--- config.mk ---
export PLATFORM = sky130hd
export DESIGN_NAME = flow_ctl_decoder
export DESIGN_NICKNAME = d
export VERILOG_FILES = /design/src/rtl/flow_ctl_pkg.sv /design/src/rtl/flow_op_classify.sv /design/src/rtl/flow_branch_resolve.sv /design/src/rtl/flow_ctl_encode.sv /design/src/rtl/flow_ctl_decoder.sv
export SDC_FILE = /design/constraint.sdc
export NUM_CORES = 1
export LEC_CHECK = 0
export ABC_CLOCK_PERIOD_IN_PS = 800
export BUFFER_PORTS_ARGS = -buffer_cell sky130_fd_sc_hd__buf_2
export CORE_AREA = 2 2 39 41
export DETAILED_ROUTE_END_ITERATION = 10
export DIE_AREA = 0 0 41 43
export PLACE_DENSITY = 0.41
export SLEW_MARGIN = 30
export SYNTH_ARGS = -nofsm -noshare
export SYNTH_HDL_FRONTEND = slang
export SYNTH_SLANG_ARGS = --single-unit
--- constraint.sdc ---
create_clock -name vclk -period 0.8
set_input_delay 0 -clock vclk [all_inputs]
set_output_delay 0 -clock vclk [all_outputs]
set_load 0.01 [all_outputs]
--- src/rtl/flow_ctl_pkg.sv ---
package flow_ctl_pkg;

  localparam int OP_W    = 6;
  localparam int PCSEL_W = 3;
  localparam int WBSEL_W = 2;
  localparam int FN_W    = 6;

  // number of recognized instruction classes and their hit-vector slots
  localparam int N_CLS  = 6;
  localparam int IX_LD  = 0;
  localparam int IX_ST  = 1;
  localparam int IX_JMP = 2;
  localparam int IX_BEQ = 3;
  localparam int IX_BNE = 4;
  localparam int IX_LDR = 5;

  localparam logic [OP_W-1:0] OPC_LD  = 6'h18;
  localparam logic [OP_W-1:0] OPC_ST  = 6'h19;
  localparam logic [OP_W-1:0] OPC_JMP = 6'h1B;
  localparam logic [OP_W-1:0] OPC_BEQ = 6'h1C;
  localparam logic [OP_W-1:0] OPC_BNE = 6'h1D;
  localparam logic [OP_W-1:0] OPC_LDR = 6'h1F;

  localparam logic [PCSEL_W-1:0] PC_INC    = 3'd0;
  localparam logic [PCSEL_W-1:0] PC_TARGET = 3'd1;
  localparam logic [PCSEL_W-1:0] PC_REG    = 3'd2;

  localparam logic [WBSEL_W-1:0] WB_LINK = 2'd0;
  localparam logic [WBSEL_W-1:0] WB_ALU  = 2'd1;
  localparam logic [WBSEL_W-1:0] WB_MEM  = 2'd2;

  localparam logic [FN_W-1:0] FN_ADD    = 6'h00;
  localparam logic [FN_W-1:0] FN_PASS_A = 6'h1A;

  typedef struct packed {
    logic [PCSEL_W-1:0] pc_sel;
    logic [WBSEL_W-1:0] wb_sel;
    logic               rf_we;
    logic               mem_we;
    logic               opa_sel;
    logic [FN_W-1:0]    alu_fn;
  } ctl_t;

  localparam ctl_t CTL_IDLE = '{pc_sel: PC_INC, wb_sel: WB_LINK, rf_we: 1'b0,
                                mem_we: 1'b0, opa_sel: 1'b0, alu_fn: FN_ADD};

endpackage

--- src/rtl/flow_op_classify.sv ---
module flow_op_classify #(
  parameter int                  OP_W  = 6,
  parameter int                  N     = 6,
  parameter logic [N*OP_W-1:0]   CODES = '0
) (
  input  logic [OP_W-1:0] op_i,
  output logic [N-1:0]    hit_o,
  output logic            bad_o
);

  genvar g;
  generate
    for (g = 0; g < N; g++) begin : g_match
      assign hit_o[g] = (op_i == CODES[g*OP_W +: OP_W]);
    end
  endgenerate

  assign bad_o = ~|hit_o;

endmodule

--- src/rtl/flow_branch_resolve.sv ---
module flow_branch_resolve (
  input  logic is_beq_i,
  input  logic is_bne_i,
  input  logic zero_i,
  output logic take_o
);

  logic eq_take;
  logic ne_take;

  assign eq_take = is_beq_i &  zero_i;
  assign ne_take = is_bne_i & ~zero_i;
  assign take_o  = eq_take | ne_take;

endmodule

--- src/rtl/flow_ctl_encode.sv ---
module flow_ctl_encode
  import flow_ctl_pkg::*;
#(
  parameter int N = N_CLS
) (
  input  logic [N-1:0] hit_i,
  input  logic         take_i,
  output ctl_t         ctl_o
);

  always_comb begin
    ctl_o = CTL_IDLE;
    if (hit_i[IX_JMP]) begin
      ctl_o.pc_sel = PC_REG;
      ctl_o.wb_sel = WB_LINK;
      ctl_o.rf_we  = 1'b1;
    end else if (hit_i[IX_BEQ] || hit_i[IX_BNE]) begin
      ctl_o.pc_sel = take_i ? PC_TARGET : PC_INC;
      ctl_o.wb_sel = WB_LINK;
      ctl_o.rf_we  = 1'b1;
    end else if (hit_i[IX_LDR]) begin
      ctl_o.opa_sel = 1'b1;
      ctl_o.alu_fn  = FN_PASS_A;
      ctl_o.wb_sel  = WB_MEM;
      ctl_o.rf_we   = 1'b1;
    end else if (hit_i[IX_LD]) begin
      ctl_o.alu_fn = FN_ADD;
      ctl_o.wb_sel = WB_MEM;
      ctl_o.rf_we  = 1'b1;
    end else if (hit_i[IX_ST]) begin
      ctl_o.alu_fn = FN_ADD;
      ctl_o.mem_we = 1'b1;
    end
  end

endmodule

--- src/rtl/flow_ctl_decoder.sv ---
module flow_ctl_decoder
  import flow_ctl_pkg::*;
(
  input  logic [5:0] op_i,
  input  logic       zero_i,
  output logic [2:0] pc_sel_o,
  output logic [1:0] wb_sel_o,
  output logic       rf_we_o,
  output logic       mem_we_o,
  output logic       opa_sel_o,
  output logic [5:0] alu_fn_o,
  output logic       bad_op_o
);

  localparam logic [N_CLS*OP_W-1:0] CODE_TABLE =
    {OPC_LDR, OPC_BNE, OPC_BEQ, OPC_JMP, OPC_ST, OPC_LD};

  logic [N_CLS-1:0] hit;
  logic             bad;
  logic             take;
  ctl_t             ctl;

  flow_op_classify #(
    .OP_W  (OP_W),
    .N     (N_CLS),
    .CODES (CODE_TABLE)
  ) u_classify (
    .op_i  (op_i),
    .hit_o (hit),
    .bad_o (bad)
  );

  flow_branch_resolve u_branch (
    .is_beq_i (hit[IX_BEQ]),
    .is_bne_i (hit[IX_BNE]),
    .zero_i   (zero_i),
    .take_o   (take)
  );

  flow_ctl_encode #(
    .N (N_CLS)
  ) u_encode (
    .hit_i  (hit),
    .take_i (take),
    .ctl_o  (ctl)
  );

  assign pc_sel_o  = ctl.pc_sel;
  assign wb_sel_o  = ctl.wb_sel;
  assign rf_we_o   = ctl.rf_we;
  assign mem_we_o  = ctl.mem_we;
  assign opa_sel_o = ctl.opa_sel;
  assign alu_fn_o  = ctl.alu_fn;
  assign bad_op_o  = bad;

endmodule

Yosys cells after proc, flatten, opt, wreduce, memory -nomap -nowiden
Index checks and enable logic that the tools add are counted.

Equal/unequal tests: 6. Muxes and demuxes: 13. Bitwise logic cells: 4. Reductions and logical operators: 3.

Operators with widths (number): $eq A6 B5 Y1 const B (6); $mux W8 (2); $mux W3 (4); $mux W6 (1); $reduce_or A6 Y1 (1); $mux W1 (5); $mux W5 (1); $and A1 B1 Y1 (2); $logic_not A1 Y1 (1); $logic_or A1 B1 Y1 (1); $not A1 Y1 (1); $or A1 B1 Y1 (1).

Register bits: 0. Bits of input ports: 7. Output and inout bits: 15. Logic and storage cells: 26.

Logic depth before layout (Yosys ltp)
Depth after elaboration: 6. Mapped depth: 4.

Hierarchy
Synthesis repeated with hierarchy kept, for this count alone.

Cells, all modules: 31. Area, all modules: 210.2 um^2.

By module, submodules not included: flow_ctl_encode (times used 1, cells each 18, area each 120.1 um^2, seq. area each 0.0 um^2); flow_op_classify (times used 1, cells each 12, area each 75.1 um^2, seq. area each 0.0 um^2); flow_branch_resolve (times used 1, cells each 1, area each 15.0 um^2, seq. area each 0.0 um^2).

Least setup slack after synthesis
No wires, ideal clock.

Path type: input port to output port. From: input port op_i[5]. To: output port alu_fn_o[1]. Arrival: 0.957 ns. Required time: 0.800 ns. Path slack: -0.157 ns. Stages on the path: 3. Path buffers: 1. Cells stage by stage: nand3b_1 > nor3_1 > buf_4.

Cells in the longest elaborated chain, start to end: 4. Elaborated cells between the ends (all ways): 8.

RTL lines: from (decl) (line flow_ctl_decoder.sv:4) `input logic [5:0] op_i,`; $eq A6 B5 Y1 (line flow_op_classify.sv:14) `assign hit_o[g] = (op_i == CODES[g*OP_W +: OP_W]);`; $mux W5 or $logic_or A1 B1 Y1 (tied branches) (line flow_ctl_encode.sv:21, flow_ctl_encode.sv:17); $mux W8 (line flow_ctl_encode.sv:17) `end else if (hit_i[IX_BEQ] || hit_i[IX_BNE]) begin`; $mux W8 * (line flow_ctl_encode.sv:13) `if (hit_i[IX_JMP]) begin`; to (decl) (line flow_ctl_decoder.sv:11) `output logic [5:0] alu_fn_o,`.

Every way passes the cells marked *; elsewhere a longest branch is shown, timed or not.

Final worst setup path
From: input port op_i[5]. To: output port pc_sel_o[0].

Cells in the longest elaborated chain, start to end: 6. Elaborated cells between the ends (all ways): 10.

RTL lines: $eq A6 B5 Y1 (line flow_op_classify.sv:14); $and A1 B1 Y1, on equally long branches (line flow_branch_resolve.sv:11, flow_branch_resolve.sv:12); $or A1 B1 Y1 (line flow_branch_resolve.sv:13) `assign take_o = eq_take | ne_take;`; $mux W1 (line flow_ctl_encode.sv:18) `ctl_o.pc_sel = take_i ? PC_TARGET : PC_INC;`; $mux W3 (line flow_ctl_encode.sv:17); $mux W6 * (line flow_ctl_encode.sv:13); to (decl) (line flow_ctl_decoder.sv:6) `output logic [2:0] pc_sel_o,`.

Marked as above.

==> insert_results.sql <==
INSERT INTO impl_metrics (metric_group, metric, value, unit) VALUES
('finish', 'drive_gt1_frac', '0.634', ''),
('sta', 'hold_violations', '0', ''),
('routing', 'drt_pass1_iterations', '2', ''),
('routing', 'antenna_violating_nets_post_route', '0', ''),
('worst_setup_path', 'worst_ep_required_time', '800', 'ps'),
('routing', 'drt_iter0_markers', '2', ''),
('sta', 'rsz_0062_raised_after_global_routing', 'false', ''),
('sta', 'final_critical_path_setup_slack', '17.8', 'ps'),
('hold_path', 'timing.hold.worst.class', 'primary input to output pin', ''),
('finish', 'sequential_cell_total', '0', ''),
('power_and_ir_drop', 'worst_ir_drop_on_vdd', '0.116', 'mV'),
('die', 'die_height', '43', 'um'),
('global_routing', 'globalRoute.totalOverflow', '0', ''),
('finish', 'postLayoutCellArea', '270', 'um^2'),
('worst_setup_path', 'critPathMaxFanout', '7', ''),
('finish', 'layout.filler_cells', '169', ''),
('power_and_ir_drop', 'power-per-cell-area', '374', 'nW/um^2'),
('power_and_ir_drop', 'static-leakage-power', '0.149', 'nW'),
('worst_setup_path', 'setup.worst_path.end_class', 'output pin', ''),
('synth', 'synth_area_per_cell', '7.01', 'um^2'),
('finish', 'flow.area_growth_from_synthesis', '54.3', '%'),
('run', 'max_cap_violations', '0', ''),
('worst_setup_path', 'critical_path.startpoint_type', 'primary input', ''),
('placed_design', 'placement.cell_area', '251', 'um^2'),
('finish', 'num-nets-final', '50', ''),
('placed_design', 'place.detailed.hpwl', '398', 'um'),
('routing', 'routedWlPerCell', '8.09', 'um'),
('global_routing', 'initial_antenna_violation_count', '0', ''),
('run_status', 'outcome', 'finished clean', ''),
('global_routing', 'first_global_vias', '157', ''),
('worst_setup_path', 'worst_setup_path_startpoint', 'op_i[5]', ''),
('die', 'die_width', '41', 'um'),
('die', 'floorplan.die_area', '1760', 'um^2'),
('sta', 'report.final.slew_viol_count', '0', ''),
('hold_path', 'worstHoldEndpoint', 'wb_sel_o[1]', ''),
('routing', 'num_vias', '205', ''),
('hold_path', 'hold-path-cell-count', '4', ''),
('finish', 'clock_buffer_count', '0', ''),
('die', 'initial_util', '0.127', ''),
('die', 'design.core.area', '1380', 'um^2'),
('worst_setup_path', 'critical_setup_path_kind', 'primary input to output pin', ''),
('global_routing', 'global_router_s_overall_resource_usage', '0.0470', ''),
('sta', 'post-route-period-util', '0.978', ''),
('cts', 'cts_hold_buffers', '0', ''),
('placed_design', 'placement.setup.worst_slack', '-86.1', 'ps'),
('placed_design', 'io_buffers', '17', ''),
('synth', 'synth_cell_types', '17', ''),
('finish', 'antenna_cells_inserted', '0', ''),
('routing', 'aggregate_routed_wire_length', '461', 'um'),
('sta', 'report.final.setup_viol', '0', ''),
('synth', 'syn-cell-area', '175', 'um^2'),
('synth', 'ys.warnings.count', '0', ''),
('placed_design', 'place_congestion', '0.730', ''),
('finish', 'post-route-util', '0.195', ''),
('die', 'floorplan.io_pins', '22', ''),
('global_routing', 'grt_start_max_net_pins', '8', ''),
('finish', 'seq_area', '0', 'um^2'),
('routing', 'drt-vias-per-instance', '3.60', ''),
('routing', 'drc_errors', '0', ''),
('sta', 'finalCriticalPeriod', '782', 'ps'),
('global_routing', 'grt_pass1_wl', '634', 'um'),
('synth', 'postSynthCellCount', '25', ''),
('worst_setup_path', 'cp_data_arrival_time', '780', 'ps'),
('die', 'placement_rows', '14', ''),
('hold_path', 'hp-start', 'op_i[2]', ''),
('synth', 'seq_area_frac_synth', '0', ''),
('sta', 'maxClockFrequency', '1280', 'MHz');
==> final cells by class <==
| type | count | area (um^2) | share of cell area |
|---|---|---|---|
| multi-input cells | 18 | 128 | 0.472 |
| well taps | 16 | 20.0 | 0.0741 |
| repair buffers | 21 | 115 | 0.426 |
| inverters | 2 | 7.51 | 0.0278 |
==> power by group <==
group	total [mW]	internal (mW)	switching, mW	leakage, nW
registers	0	0	0	0
clock network	0	0	0	0
logic	0.101	0.0439	0.0572	0.149
total	0.101	0.0439	0.0572	0.149
==> per-stage QoR <==
stage          total power [mW]  hold WS (ps)  setup TNS [ps]  instances
6_report                  0.101           364               0         57
5_1_grt                   0.112           387               0         57
4_1_cts                  0.0967           376               0         57
3_5_place_dp             0.0935           375            -488         56
3_3_place_gp             0.0929           374            -301         56
2_1_floorplan            0.0710          50.4               0         29
==> Yosys cell counts (all sizes together) <==
library cell  number  area (um^2)
a21o               1         8.76
nand2              1         3.75
nand3b             1         7.51
inv                2         7.50
nor3b              1         7.51
a21oi              1         5.00
xnor2              1         8.76
nor4               2         12.5
nor3               1         5.00
conb               1         3.75
a211oi             1         7.51
buf                9         71.3
nor4b              1         15.0
or3                1         6.26
nand3              1         5.00
==> worst max-delay path by stage <==
stage | endpoint | slack, ps | cells after the start
floorplan | alu_fn_o[1] | 7 | 3
global placement | alu_fn_o[1] | -60 | 4
detailed placement | opa_sel_o | -90 | 4
CTS | wb_sel_o[1] | 20 | 4
global route | pc_sel_o[1] | 7 | 5
finish | pc_sel_o[0] | 20 | 5
==> cells in the final DEF, fill, tap and decap left out <==
master / n
sky130_fd_sc_hd__buf_2: 17
sky130_fd_sc_hd__conb_1: 5
sky130_fd_sc_hd__buf_4: 4
sky130_fd_sc_hd__nor4_1: 2
sky130_fd_sc_hd__inv_2: 1
sky130_fd_sc_hd__inv_1: 1
sky130_fd_sc_hd__nand3b_1: 1
sky130_fd_sc_hd__xnor2_1: 1
sky130_fd_sc_hd__nor4b_2: 1
sky130_fd_sc_hd__nand3_1: 1
sky130_fd_sc_hd__or3_1: 1
sky130_fd_sc_hd__a21oi_1: 1
sky130_fd_sc_hd__nor3b_1: 1
sky130_fd_sc_hd__a211oi_2: 1
sky130_fd_sc_hd__nand2_1: 1
sky130_fd_sc_hd__nor3_4: 1
sky130_fd_sc_hd__a21o_2: 1
==> per-layer routing <==
| metal | track usage | vias to the layer above | wire [um] |
|---|---|---|---|
| met5 | 0 | - | 0 |
| met4 | 0 | 0 | 0 |
| met3 | 0 | 0 | 36 |
| met2 | 0.0813 | 10 | 247 |
| met1 | 0.0665 | 90 | 177 |
| li1 | - | 105 | - |
==> timing repair <==
item	4_1_cts	5_1_grt
gates resized for setup	0	2
pin swaps	1	1
endpoints found under the setup margin	8	6
buffers inserted	1	0
==> cell families (layout without fill, tap and decap cells) <==
kind of cell / after synthesis / in the layout / synth area share
other: 1 / 5 / 0.0214
AOI/OAI and AO/OA: 3 / 3 / 0.121
buffers and inverters: 11 / 23 / 0.450
xor gates and xnor gates: 1 / 1 / 0.0500
and+or+nand+nor: 9 / 9 / 0.357
==> critical path, stage by stage <==
cell and delay, ps:
sky130_fd_sc_hd__buf_2 90, sky130_fd_sc_hd__nand3b_1 140, sky130_fd_sc_hd__buf_4 170, sky130_fd_sc_hd__nor4b_2 210, sky130_fd_sc_hd__buf_2 170
(Power assumes the default switching activity.)
